--- config.mk ---
export PLATFORM = sky130hd
export DESIGN_NAME = ovt_alarm
export DESIGN_NICKNAME = d
export VERILOG_FILES = /design/src/rtl/ovt_pkg.sv /design/src/rtl/ovt_compare.sv /design/src/rtl/ovt_fault_q.sv /design/src/rtl/ovt_mode_fsm.sv /design/src/rtl/ovt_pin_drv.sv /design/src/rtl/ovt_alarm.sv
export SDC_FILE = /design/constraint.sdc
export NUM_CORES = 1
export LEC_CHECK = 0
export BUFFER_PORTS_ARGS = -buffer_cell sky130_fd_sc_hd__buf_2
export CORE_AREA = 3 3 46 48
export CTS_CLUSTER_SIZE = 8
export DETAILED_ROUTE_END_ITERATION = 8
export DIE_AREA = 0 0 49 51
export GPL_TIMING_DRIVEN = 0
export PLACE_DENSITY_LB_ADDON = 0.3
export SYNTH_ARGS = -nofsm -noshare
export SYNTH_HDL_FRONTEND = slang
export SYNTH_SLANG_ARGS = --single-unit
export TNS_END_PERCENT = 5
--- constraint.sdc ---
create_clock -name clk -period 3.9 [get_ports clk]
set_clock_uncertainty 0.2 [all_clocks]
set_input_delay 0.39 -clock clk [delete_from_list [all_inputs] [get_ports clk]]
set_output_delay 0.39 -clock clk [all_outputs]
set_load 0.02 [all_outputs]
--- src/rtl/ovt_pkg.sv ---
package ovt_pkg;

  typedef enum logic [1:0] {
    ST_IDLE  = 2'd0,
    ST_ALARM = 2'd1,
    ST_REARM = 2'd2
  } ovt_state_e;

  // consecutive hot samples required for each fault selector value
  function automatic int unsigned fault_need(input logic [1:0] sel);
    case (sel)
      2'd0:    return 1;
      2'd1:    return 2;
      2'd2:    return 4;
      default: return 6;
    endcase
  endfunction

  // level seen on the pin for a given logical alarm and polarity
  function automatic logic pin_level(input logic active, input logic high_true);
    return high_true ? active : ~active;
  endfunction

endpackage

--- src/rtl/ovt_compare.sv ---
module ovt_compare #(
  parameter int TW         = 9,
  parameter bit SIGNED_CMP = 1'b1
) (
  input  logic          samp_valid,
  input  logic          stop,
  input  logic [TW-1:0] samp_temp,
  input  logic [TW-1:0] lim_over,
  input  logic [TW-1:0] lim_hyst,
  output logic          ev_take,
  output logic          ev_hot,
  output logic          ev_cool
);

  logic above, below;

  generate
    if (SIGNED_CMP) begin : g_signed
      assign above = $signed(samp_temp) > $signed(lim_over);
      assign below = $signed(samp_temp) < $signed(lim_hyst);
    end else begin : g_unsigned
      assign above = samp_temp > lim_over;
      assign below = samp_temp < lim_hyst;
    end
  endgenerate

  assign ev_take = samp_valid & ~stop;
  assign ev_hot  = ev_take & above;
  assign ev_cool = ev_take & below;

endmodule

--- src/rtl/ovt_fault_q.sv ---
module ovt_fault_q #(
  parameter int FQ_MAX = 6,
  localparam int CW    = $clog2(FQ_MAX + 1)
) (
  input  logic          clk,
  input  logic          rst_n,
  input  logic          ev_take,
  input  logic          ev_hot,
  input  logic [1:0]    fault_sel,
  output logic          ev_trip,
  output logic [CW-1:0] run_cnt
);

  logic [CW:0] need;
  logic [CW:0] run_next;

  assign need     = (CW+1)'(ovt_pkg::fault_need(fault_sel));
  assign run_next = {1'b0, run_cnt} + 1'b1;
  assign ev_trip  = ev_hot & (run_next >= need);

  always_ff @(posedge clk) begin
    if (!rst_n) begin
      run_cnt <= '0;
    end else if (ev_take) begin
      if (!ev_hot)
        run_cnt <= '0;
      else if (run_cnt != CW'(FQ_MAX))
        run_cnt <= run_next[CW-1:0];
    end
  end

endmodule

--- src/rtl/ovt_mode_fsm.sv ---
module ovt_mode_fsm (
  input  logic                  clk,
  input  logic                  rst_n,
  input  logic                  irq_mode,
  input  logic                  temp_rd,
  input  logic                  ev_trip,
  input  logic                  ev_cool,
  output ovt_pkg::ovt_state_e   st,
  output logic                  alarm_act
);
  import ovt_pkg::*;

  ovt_state_e st_nx;

  always_comb begin
    st_nx = st;
    case (st)
      ST_IDLE:  if (ev_trip) st_nx = ST_ALARM;
      ST_ALARM: begin
        if (irq_mode) begin
          if (temp_rd) st_nx = ST_REARM;
        end else if (ev_cool) begin
          st_nx = ST_IDLE;
        end
      end
      ST_REARM: if (ev_cool) st_nx = ST_IDLE;
      default:  st_nx = ST_IDLE;
    endcase
  end

  always_ff @(posedge clk) begin
    if (!rst_n) st <= ST_IDLE;
    else        st <= st_nx;
  end

  assign alarm_act = (st == ST_ALARM);

endmodule

--- src/rtl/ovt_pin_drv.sv ---
module ovt_pin_drv (
  input  logic alarm_act,
  input  logic mask_out,
  input  logic act_high,
  output logic ovt_pin
);

  assign ovt_pin = ovt_pkg::pin_level(alarm_act & ~mask_out, act_high);

endmodule

--- src/rtl/ovt_alarm.sv ---
module ovt_alarm #(
  parameter int TW     = 9,
  parameter int FQ_MAX = 6,
  localparam int CW    = $clog2(FQ_MAX + 1)
) (
  input  logic          clk,
  input  logic          rst_n,
  input  logic          samp_valid,
  input  logic [TW-1:0] samp_temp,
  input  logic [TW-1:0] lim_over,
  input  logic [TW-1:0] lim_hyst,
  input  logic [1:0]    fault_sel,
  input  logic          irq_mode,
  input  logic          act_high,
  input  logic          stop,
  input  logic          mask_out,
  input  logic          temp_rd,
  output logic          ovt_pin
);

  // named internal events, observed by the bound checker
  logic                ev_take;
  logic                ev_hot;
  logic                ev_cool;
  logic                ev_trip;
  logic [CW-1:0]       run_cnt;
  logic                alarm_act;
  ovt_pkg::ovt_state_e st;

  ovt_compare #(.TW(TW), .SIGNED_CMP(1'b1)) u_cmp (
    .samp_valid (samp_valid),
    .stop       (stop),
    .samp_temp  (samp_temp),
    .lim_over   (lim_over),
    .lim_hyst   (lim_hyst),
    .ev_take    (ev_take),
    .ev_hot     (ev_hot),
    .ev_cool    (ev_cool)
  );

  ovt_fault_q #(.FQ_MAX(FQ_MAX)) u_fq (
    .clk       (clk),
    .rst_n     (rst_n),
    .ev_take   (ev_take),
    .ev_hot    (ev_hot),
    .fault_sel (fault_sel),
    .ev_trip   (ev_trip),
    .run_cnt   (run_cnt)
  );

  ovt_mode_fsm u_fsm (
    .clk       (clk),
    .rst_n     (rst_n),
    .irq_mode  (irq_mode),
    .temp_rd   (temp_rd),
    .ev_trip   (ev_trip),
    .ev_cool   (ev_cool),
    .st        (st),
    .alarm_act (alarm_act)
  );

  ovt_pin_drv u_pin (
    .alarm_act (alarm_act),
    .mask_out  (mask_out),
    .act_high  (act_high),
    .ovt_pin   (ovt_pin)
  );

endmodule

* Yosys cells after proc, flatten, opt, wreduce, memory -nomap -nowiden *
Index checks and enable logic that the tools add are counted.

cells by class
  multiplexer cells = 9
  add/subtract/negate cells = 1
  bitwise operators = 8
  magnitude comparators = 3
  equal/unequal tests = 8
  reductions and logical operators = 4

operator list
  operator                                             count
  greater-than comparator 9 bit                        1
  less-than comparator 9 bit                           1
  case mux 3 bit (3 select lines)                      1
  2-to-1 mux 2 bit                                     4
  2-to-1 mux 3 bit                                     2
  != test 3 bit, second input constant                 2
  case mux 2 bit (3 select lines)                      1
  AND 1 bit                                            5
  adder 3 x 1 -> 4 bit, second input constant          1
  equality test 2 x 1 -> 1 bit, second input constant  2
  equality test 2 bit, second input constant           2
  greater-or-equal comparator 4 x 3 -> 1 bit           1
  zero test 2 bit                                      2
  != test 2 bit, second input constant                 2
  AND reduction 2 bit                                  2
  NOT 1 bit                                            3
  2-to-1 mux 1 bit                                     1

storage, ports and cells
  word-level logic and storage cells = 35
  bits of input ports = 37
  output and inout bits = 1
  register bits = 5

* Longest topological paths before layout *
Gate-level depths: netlist of run 1.

  depth in word-level cells = 6
  gate-level depth with buffers = 9
  mapped depth without buffers = 9

* Hierarchy *
A second synthesis of run 1 with hierarchy kept.

second synthesis, totals
  cell total of the unflattened synthesis = 105
  area, all modules = 855.8 um^2

modules (own cells, without submodules)
  module        area each (um^2)  instances  cells each  sequential area each (um^2)
  ovt_compare   465.4             1          62          0.0
  ovt_fault_q   257.7             1          31          60.1
  ovt_mode_fsm  110.1             1          10          40.0
  ovt_pin_drv   22.5              1          2           0.0

* Worst setup path after synthesis of run 1 *
OpenSTA, ideal clock, no wires.

  path kind = reg2reg
  from = register u_fq.run_cnt[0]
  to = register u_fsm.st[0]
  path buffers = 0
  stages on the path, launching flop included = 10
  setup slack = 1.884 ns
  required time = 3.631 ns
  arrival time = 1.747 ns
  library setup time = 0.069 ns
  period minus slack after synthesis = 2.016 ns
  cell sequence = dfxtp_1 inv_1 ha_1 inv_1 ha_1 a21oi_1 nor2b_1 a311oi_1 or4b_1 o21ai_1

on the way
  word-level cells in the longest chain between the ends = 5

ends and longest elaborated chain
  what                                        line                source
  from (decl)                                 ovt_fault_q.sv:11   output logic [CW-1:0] run_cnt
  from (signal assigned)                      ovt_fault_q.sv:28   run_cnt <= run_next[CW-1:0];
  adder 3 x 1 -> 4 bit                        ovt_fault_q.sv:18   assign run_next = {1'b0, run_cnt} + 1'b1;
  greater-or-equal comparator 4 x 3 -> 1 bit  ovt_fault_q.sv:19   assign ev_trip = ev_hot & (run_next >= need);
  AND 1 bit                                   ovt_fault_q.sv:19
  != test 2 bit (no line)                     n/a
  AND reduction 2 bit (no line)               n/a
  to (signal assigned)                        ovt_mode_fsm.sv:33  else st <= st_nx;
  to (decl)                                   ovt_mode_fsm.sv:8   output ovt_pkg::ovt_state_e st,

No other way between the ends.
A chain may end at the register's enable or synchronous reset.

* Worst setup path in the final report of run 1 *
Ends and elaborated chain as after synthesis.

==> flow_summary.json, run 1 <==
{
  "ys_seq_elements": 5,
  "netSwitchingFraction_pct": 34.7,
  "fin_crit_ns": 2.19,
  "synth.avg_cell_area_sq_um": 7.82,
  "ys_warn_count": 0,
  "io_pins": 38,
  "period_share_pct": 56.1,
  "yosysTopAreaCellShare_pct": 31.4,
  "worst_slew_pin_slew_ns": 0.377,
  "drtIter0Drc": 6,
  "crit_arrival_ns": 2.18,
  "nFillCells": 170,
  "die_area_sq_um": 2500,
  "nets": 213,
  "path_buf_inv": 2,
  "cts_buffer_depth": 2,
  "internal_power_w": 0.000137,
  "drc_errors": 0,
  "ir_drop_v": 0.000117,
  "synthCells": 112,
  "fmax_mhz": 457,
  "combPwrFrac_pct": 43.1,
  "cts.htree.levels": 1,
  "cts-resized-gates": 0,
  "port_buffers": 37,
  "mostFrequentLayoutCell": "buf_2",
  "first_global_vias": 937,
  "insertion_delay_ns": 0.25,
  "status": "finished clean",
  "vias_per_cell": 5.12,
  "final_cell_mix": "buf_2, inv_1, ha_1",
  "drive_gt1_share_pct": 30.1,
  "hpwl_mm": 1.79,
  "synth_nets": 171,
  "finalMaxSlewViolations": 0,
  "hold_path.class": "in2reg",
  "cp_slowest_stage_delay_ns": 0.48,
  "tritoncts": "yes",
  "yosysSeqAreaShare_pct": 11.4,
  "synth.largest_area_cell": "ha_1",
  "core_region_area_sq_um": 1750,
  "worstPathRequired_ns": 3.89,
  "path_class": "reg2reg",
  "fin_setup_tns_ns": 0,
  "clk_pin_slew_ns": 0.05,
  "wirelength_mm": 2.04,
  "cts_setup_buffers": 0,
  "grt_max_degree": 8,
  "critPathLaunchType": "flip-flop",
  "n_antenna_cell": 0,
  "yosysUniqueCellTypes": 33,
  "cts_buffers": 3,
  "slowest_stage": "or4b_1",
  "first_pass_iters": 4,
  "utilization_pct": 64.1,
  "crit_fanout": 5,
  "rsz0062_at_grt": "no",
  "gp_routability_congestion": 0.780,
  "hold_violations": 0,
  "synth_area_sq_um": 876,
  "switching_power_w": 0.0000730,
  "power_w": 0.000210,
  "finalSetupViolCount": 0,
  "powerDensity_nw_per_um2": 188,
  "p_clk_share_pct": 30.0,
  "crit_chain": "inv_1, ha_1, inv_1, ha_1, a21oi_1, nor2b_1, a311oi_1, or4b_1, o21ai_1",
  "leakage_nw": 0.637,
  "pwr-share-seq_pct": 26.8,
  "vias": 912,
  "track_usage_pct": 18.6,
  "worst_setup_path_end_kind": "flip-flop",
  "grt_overflow_total": 0,
  "die_h_um": 51,
  "cts.sinks": 5,
  "cts-root-buf": "clkbuf_4",
  "reg2reg_slack_ns": 1.71,
  "cp_top_family": "simple AND/OR/NAND/NOR gates",
  "num_rows": 15,
  "grt_pass1_wl_mm": 3.68,
  "syn_to_final_growth_pct": 27.7,
  "routedWlPerCell_um": 11.5,
  "antenna_found_initial": 0,
  "drv_cap": 0,
  "die_w_um": 49,
  "slew_headroom_pct": 74.6,
  "cts_hold_buf": 0,
  "hold_slack_ns": 0.204,
  "drtAntennaViolNets": 0,
  "synth_area_leaders": "ha_1, dfxtp_1, inv_1",
  "initial_utilization_pct": 50.2
}
## worst paths after layout
kind / from / to / cells after the start
hold reg to reg: u_fsm.st[1] / u_fsm.st[1] / 2
setup reg to reg: u_fq.run_cnt[0] / u_fsm.st[0] / 9
setup / recovery: u_fq.run_cnt[0] / u_fsm.st[0] / 9
hold / removal: irq_mode / u_fsm.st[0] / 3
## cells by family after synthesis
group | share of synthesized area [%]
xor gates and xnor gates | 2.00
adders and majority gates | 31.4
AOI/OAI and AO/OA | 22.9
and+or+nand+nor | 22.0
buffers and inverters | 10.3
DFF | 11.4
## power by group through the flow
stage | clock network [W] | logic (W) | registers [W]
4_1_cts | 0.0000661 | 0.0000917 | 0.0000563
3_3_place_gp | 0 | 0.0000853 | 0.0000571
6_report | 0.0000632 | 0.0000907 | 0.0000564
2_1_floorplan | 0 | 0.0000570 | 0.0000563
3_5_place_dp | 0 | 0.0000914 | 0.0000571
5_1_grt | 0.0000694 | 0.000107 | 0.0000566
## flip-flops by register name, summed over array words and instances, names as in the netlist
signal,count
u_fsm.st,2
u_fq.run_cnt,3
## area by class of cell
type	instances	area, sq um	share of cell area, %
clock buffer	4	26.3	2.35
multi-input combinational	83	686	61.3
inverter	24	90.1	8.05
sequential	5	100	8.95
timing repair buffer	37	185	16.6
tap	25	31.3	2.80
## through the flow
step                instances  cell area, sq um  setup slack (ns)
floorplan                 112               876              1.88
global placement          174              1090              1.75
detailed placement        174              1090              1.73
CTS                       178              1120              1.70
global route              178              1120              1.56
finish                    178              1120              1.71
## worst min-delay path, stage by stage
cell	delay, ns
buf_2	0.10
o21ai_1	0.07
o21ai_1	0.06
## cell usage after synthesis (all sizes together)
library cell	instances
a311oi	1
a32oi	1
nand3b	3
nor2	4
and2b	1
and3	1
o31ai	1
a31o	1
nor3b	1
a21oi	12
nand2	8
a2111oi	1
or4	1
nand4b	1
xor2	2
a21boi	1
dfxtp	5
o211a	1
or4b	1
o21ai	5
a21o	2
and4	1
nor2b	3
nand2b	2
inv	24
ha	22
a31oi	1
nand3	5
## per-layer routing
layer,GRT usage (%),routed length [um],vias up
li1,-,-,472
met1,19.1,817,398
met2,34.2,1050,34
met3,4.66,113,8
met4,10.9,61,0
met5,0,0,-
No activity file was read; power rests on OpenSTA's default activity.
==> run 2: changes to the inputs <==
--- a/config.mk
+++ b/config.mk
@@ -6,10 +6,10 @@
 export NUM_CORES = 1
 export LEC_CHECK = 0
 export BUFFER_PORTS_ARGS = -buffer_cell sky130_fd_sc_hd__buf_2
-export CORE_AREA = 3 3 46 48
+export CORE_AREA = 3 3 48 50
 export CTS_CLUSTER_SIZE = 8
 export DETAILED_ROUTE_END_ITERATION = 8
-export DIE_AREA = 0 0 49 51
+export DIE_AREA = 0 0 51 53
 export GPL_TIMING_DRIVEN = 0
 export PLACE_DENSITY_LB_ADDON = 0.3
 export SYNTH_ARGS = -nofsm -noshare
==> constraint.sdc (replaced) <==
create_clock -name clk -period 2.04 [get_ports clk]
set_clock_uncertainty 0.2 [all_clocks]
set_input_delay 0.204 -clock clk [delete_from_list [all_inputs] [get_ports clk]]
set_output_delay 0.204 -clock clk [all_outputs]
set_load 0.02 [all_outputs]
==> run 2 against run 1 <==
Core utilization is 4.0 points lower; cell count is 1.7% higher; power is 95% higher; first-iteration DRC count grew to 2.5 times the previous value; sequential share of layout area is 0.055 points higher; die area is 8.2% higher; flip-flop and latch count stayed put; critical path type unchanged; clock power is 82% higher; clock-buffer cell count stayed put; setup slack worse by 1.7 ns.
==> flow_summary.json, run 2 (synthesis results as in run 1) <==
{
  "finalMaxSlewViolations": 0,
  "worstPathRequired_ns": 2.02,
  "final_cell_mix": "buf_2, inv_1, ha_1",
  "grt_max_degree": 8,
  "critPathLaunchType": "flip-flop",
  "cts_buffers": 3,
  "grtUsageMet1_pct": 18.8,
  "period_share_pct": 98.8,
  "wirelength_mm": 1.90,
  "grt.met2_usage_pct": 26.4,
  "powerDensity_nw_per_um2": 351,
  "slew_headroom_pct": 74.0,
  "port_buffers": 37,
  "finalSetupViolCount": 0,
  "power_w": 0.000409,
  "cts.sinks": 5,
  "drv_cap": 0,
  "ir_drop_v": 0.000374,
  "rsz0062_at_grt": "yes",
  "crit_arrival_ns": 1.99,
  "path_class": "reg2reg",
  "core_region_area_sq_um": 1940,
  "leakage_nw": 0.640,
  "drive_gt1_share_pct": 35.7,
  "cts.htree.levels": 1,
  "vias_per_cell": 4.91,
  "grt_overflow_total": 0,
  "insertion_delay_ns": 0.24,
  "min_from": "irq_mode",
  "fin_area_sq_um": 1170,
  "worst_slew_pin_slew_ns": 0.387,
  "syn_to_final_growth_pct": 33.3,
  "first_global_vias": 807,
  "vias": 888,
  "initial_utilization_pct": 45.1,
  "dp_worst_setup_slack_ns": -0.118,
  "drc_errors": 0,
  "hpwl_mm": 1.67,
  "nets": 214,
  "routedWlPerCell_um": 10.5,
  "grt_pass1_wl_mm": 3.17,
  "place_area_sq_um": 1090,
  "track_usage_pct": 15.2,
  "die_area_sq_um": 2700,
  "first_pass_iters": 4,
  "fin_crit_ns": 2.02,
  "status": "finished clean",
  "hold_path.class": "in2reg",
  "drtIter0Drc": 15,
  "crit_fanout": 4,
  "crit_start": "u_fq.run_cnt[0]",
  "antenna_found_initial": 0,
  "worst_setup_path_end_kind": "flip-flop",
  "rr_startpoint": "u_fq.run_cnt[0]",
  "cts-root-buf": "clkbuf_4",
  "clk_pin_slew_ns": 0.04,
  "fmax_mhz": 496,
  "worst_slack_ns": 0.0250,
  "regMostFlops": "u_fq.run_cnt",
  "n_antenna_cell": 0,
  "drtAntennaViolNets": 0,
  "io_pins": 38,
  "cts_buffer_depth": 2,
  "die_h_um": 53,
  "largest_register_ff_count": 3,
  "die_w_um": 51,
  "busiest_layer": "met2",
  "gp_routability_congestion": 0.827,
  "mostFrequentLayoutCell": "buf_2",
  "top_regs": "u_fq.run_cnt (3), u_fsm.st (2)",
  "use_met3_pct": 3.94,
  "hold_violations": 0,
  "num_rows": 16,
  "tritoncts": "yes"
}
## run 2: cell count changes in the layout (fill, tap and decap cells not counted)
cell and delta:
a21oi_1 -1, inv_2 +1, dfxtp_1 -2, dfxtp_2 +1, ha_2 +1, ha_4 +2
dfxtp_4 +1, ha_1 -3, inv_1 -2, a21oi_2 +1, inv_4 +1, buf_4 +1
## run 2: what timing repair did
item	4_1_cts	5_1_grt
buffers inserted	1	0
gates resized for setup	8	2
pin swaps	2	0
endpoints found under the setup margin	1	1
gates cloned	0	0
hold buffers	0	0
## run 2: final timing paths
| path | endpoint | depth (start not counted) | slack (ns) |
|---|---|---|---|
| worst min register to register | u_fsm.st[1] | 2 | 0.32 |
| worst max register to register | u_fsm.st[0] | 9 | 0.02 |
| worst max-delay path | u_fsm.st[0] | 9 | 0.02 |
| worst min-delay path | u_fsm.st[0] | 3 | 0.02 |
## run 2: per-layer routing
layer | up-vias | wire length [um]
met4 | 0 | 0
met5 | - | 0
li1 | 477 | -
met3 | 0 | 111
met1 | 387 | 827
met2 | 24 | 961
## run 2: power by group
group / total [W] / switching (W) / internal, W
sequential: 0.000109 / 0.00000653 / 0.000102
combinational: 0.000185 / 0.0000901 / 0.0000949
clock: 0.000115 / 0.0000412 / 0.0000740
total: 0.000409 / 0.000138 / 0.000271
## run 2: layout make-up
type	count	area, sq um
multi-input combinational	83	717
inverter	24	92.6
fill	197	774
timing repair buffer	38	193
clock buffer	4	26.3
tap	27	33.8
sequential	5	105
## run 2: stage by stage
step	instances	hold WS, ns	util [%]	setup TNS, ns
global route	181	0.0139	60.1	-0.0674
finish	181	0.0219	60.1	0
global placement	176	0.260	56.4	-0.104
detailed placement	176	0.270	56.4	-0.118
floorplan	112	0.137	-	0
CTS	181	0.0163	59.8	0
## run 2: critical path, cell delays in order (launching register included)
cell and delay [ns]:
dfxtp_4 0.37, inv_4 0.04, ha_4 0.26, inv_2 0.04, ha_4 0.25, a21oi_2 0.04
nor2b_1 0.10, a311oi_1 0.05, or4b_1 0.47, o21ai_1 0.13
==> run 3: changes to the inputs <==
--- a/config.mk
+++ b/config.mk
@@ -11,7 +11,7 @@
 export DETAILED_ROUTE_END_ITERATION = 8
 export DIE_AREA = 0 0 51 53
 export GPL_TIMING_DRIVEN = 0
-export PLACE_DENSITY_LB_ADDON = 0.3
+export PLACE_DENSITY = 0.75
 export SYNTH_ARGS = -nofsm -noshare
 export SYNTH_HDL_FRONTEND = slang
 export SYNTH_SLANG_ARGS = --single-unit
==> run 3 against run 2 <==
First-iteration DRC count fell by 33%; die area did not move; power rose by 2.0%; fmax fell by 0.15%.
==> flow_summary.json, run 3 (synthesis results as in run 1) <==
{
  "first_pass_iters": 4,
  "fmax_mhz": 496,
  "tritoncts": "yes",
  "period_share_pct": 98.9,
  "power_w": 0.000417,
  "first_global_vias": 838,
  "mostFrequentLayoutCell": "buf_2",
  "drtAntennaViolNets": 0,
  "top_regs": "u_fq.run_cnt (3), u_fsm.st (2)",
  "num_rows": 16,
  "hold_path.class": "in2reg",
  "place_area_sq_um": 1090,
  "vias": 912,
  "drv_cap": 0,
  "crit_fanout": 4,
  "routedWlPerCell_um": 11.2,
  "io_pins": 38,
  "die_w_um": 51,
  "cts.sinks": 5,
  "cts.htree.levels": 1,
  "die_h_um": 53,
  "drtIter0Drc": 10,
  "cts_buffer_depth": 2,
  "drive_gt1_share_pct": 35.7,
  "vias_per_cell": 5.04,
  "clk_pin_slew_ns": 0.05,
  "antenna_found_initial": 0,
  "cts_hold_buf": 0,
  "wirelength_mm": 2.03,
  "ir_drop_v": 0.000352,
  "critPathLaunchType": "flip-flop",
  "nets": 214,
  "cts_buffers": 3,
  "track_usage_pct": 15.3,
  "rsz0062_at_grt": "yes",
  "hold_violations": 0,
  "grt_max_degree": 8,
  "insertion_delay_ns": 0.25,
  "port_buffers": 37,
  "finalSetupViolCount": 0,
  "worst_slew_pin_slew_ns": 0.370,
  "syn_to_final_growth_pct": 33.3,
  "fin_area_sq_um": 1170,
  "drc_errors": 0,
  "worst_setup_path_end_kind": "flip-flop",
  "grt_overflow_total": 0,
  "final_cells": 181,
  "worstPathRequired_ns": 2.03,
  "n_antenna_cell": 0,
  "regMostFlops": "u_fq.run_cnt",
  "placed_cells": 176,
  "final_cell_mix": "buf_2, inv_1, ha_1",
  "cts-root-buf": "clkbuf_4",
  "utilization_pct": 60.1,
  "leakage_nw": 0.640,
  "status": "finished clean",
  "powerDensity_nw_per_um2": 358,
  "fin_crit_ns": 2.02,
  "finalMaxSlewViolations": 0,
  "die_area_sq_um": 2700,
  "grt_pass1_wl_mm": 3.26,
  "slew_headroom_pct": 75.2,
  "initial_utilization_pct": 45.1,
  "crit_arrival_ns": 2.00,
  "hpwl_mm": 1.69,
  "path_class": "reg2reg",
  "gp_routability_congestion": 0.781,
  "core_region_area_sq_um": 1940,
  "largest_register_ff_count": 3
}
[run 3: cell counts in the layout (fill, tap and decap cells not counted)]
No cell type changed its count.
[run 3: stage by stage]
step / hold WS, ns / setup slack (ns) / TNS [ns]
after floorplan: 0.137 / 0.0239 / 0
after global placement: 0.261 / -0.0854 / -0.0854
after detailed placement: 0.272 / -0.106 / -0.106
after CTS: 0.0135 / 0.00745 / 0
after global routing: 0.0139 / -0.0458 / -0.0458
final: 0.0189 / 0.0219 / 0
[run 3: final timing paths]
check,slack [ns],to,start,cells after the start
hold / removal,0.02,u_fsm.st[0],irq_mode,3
hold reg to reg,0.35,u_fsm.st[1],u_fsm.st[1],2
setup reg to reg,0.02,u_fsm.st[0],u_fq.run_cnt[0],7
setup / recovery,0.02,u_fsm.st[0],u_fq.run_cnt[0],7
[run 3: worst max-delay path, cell delays in order (launching register included)]
cell	delay (ns)
dfxtp_4	0.36
ha_2	0.21
xor2_1	0.15
ha_1	0.28
nor2b_1	0.12
a311oi_1	0.06
or4b_1	0.47
o21ai_1	0.11
[run 3: layer usage]
layer,global-route usage (%),vias up,wire (um)
met4,2.24,0,9
met1,18.7,417,880
li1,-,474,-
met5,0,-,0
met2,28.3,19,1060
met3,2.54,2,86
[run 3: what timing repair did]
item / 4_1_cts / 5_1_grt
gates resized for setup: 6 / 4
gates cloned: 0 / 0
pin swaps: 1 / 0
buffers inserted: 1 / 0
setup endpoints to repair: 1 / 1
[run 3: layout make-up]
class,count,area [sq um]
clock buffer,4,26.3
fill,186,774
timing repair buffer,38,193
multi-input combinational,83,717
inverter,24,92.6
sequential,5,105
tap,27,33.8
[run 3: report_power, final]
part           switching (W)  internal, W  total [W]
Clock              0.0000471    0.0000744   0.000121
Combinational      0.0000915    0.0000950   0.000186
Sequential        0.00000714     0.000102   0.000109
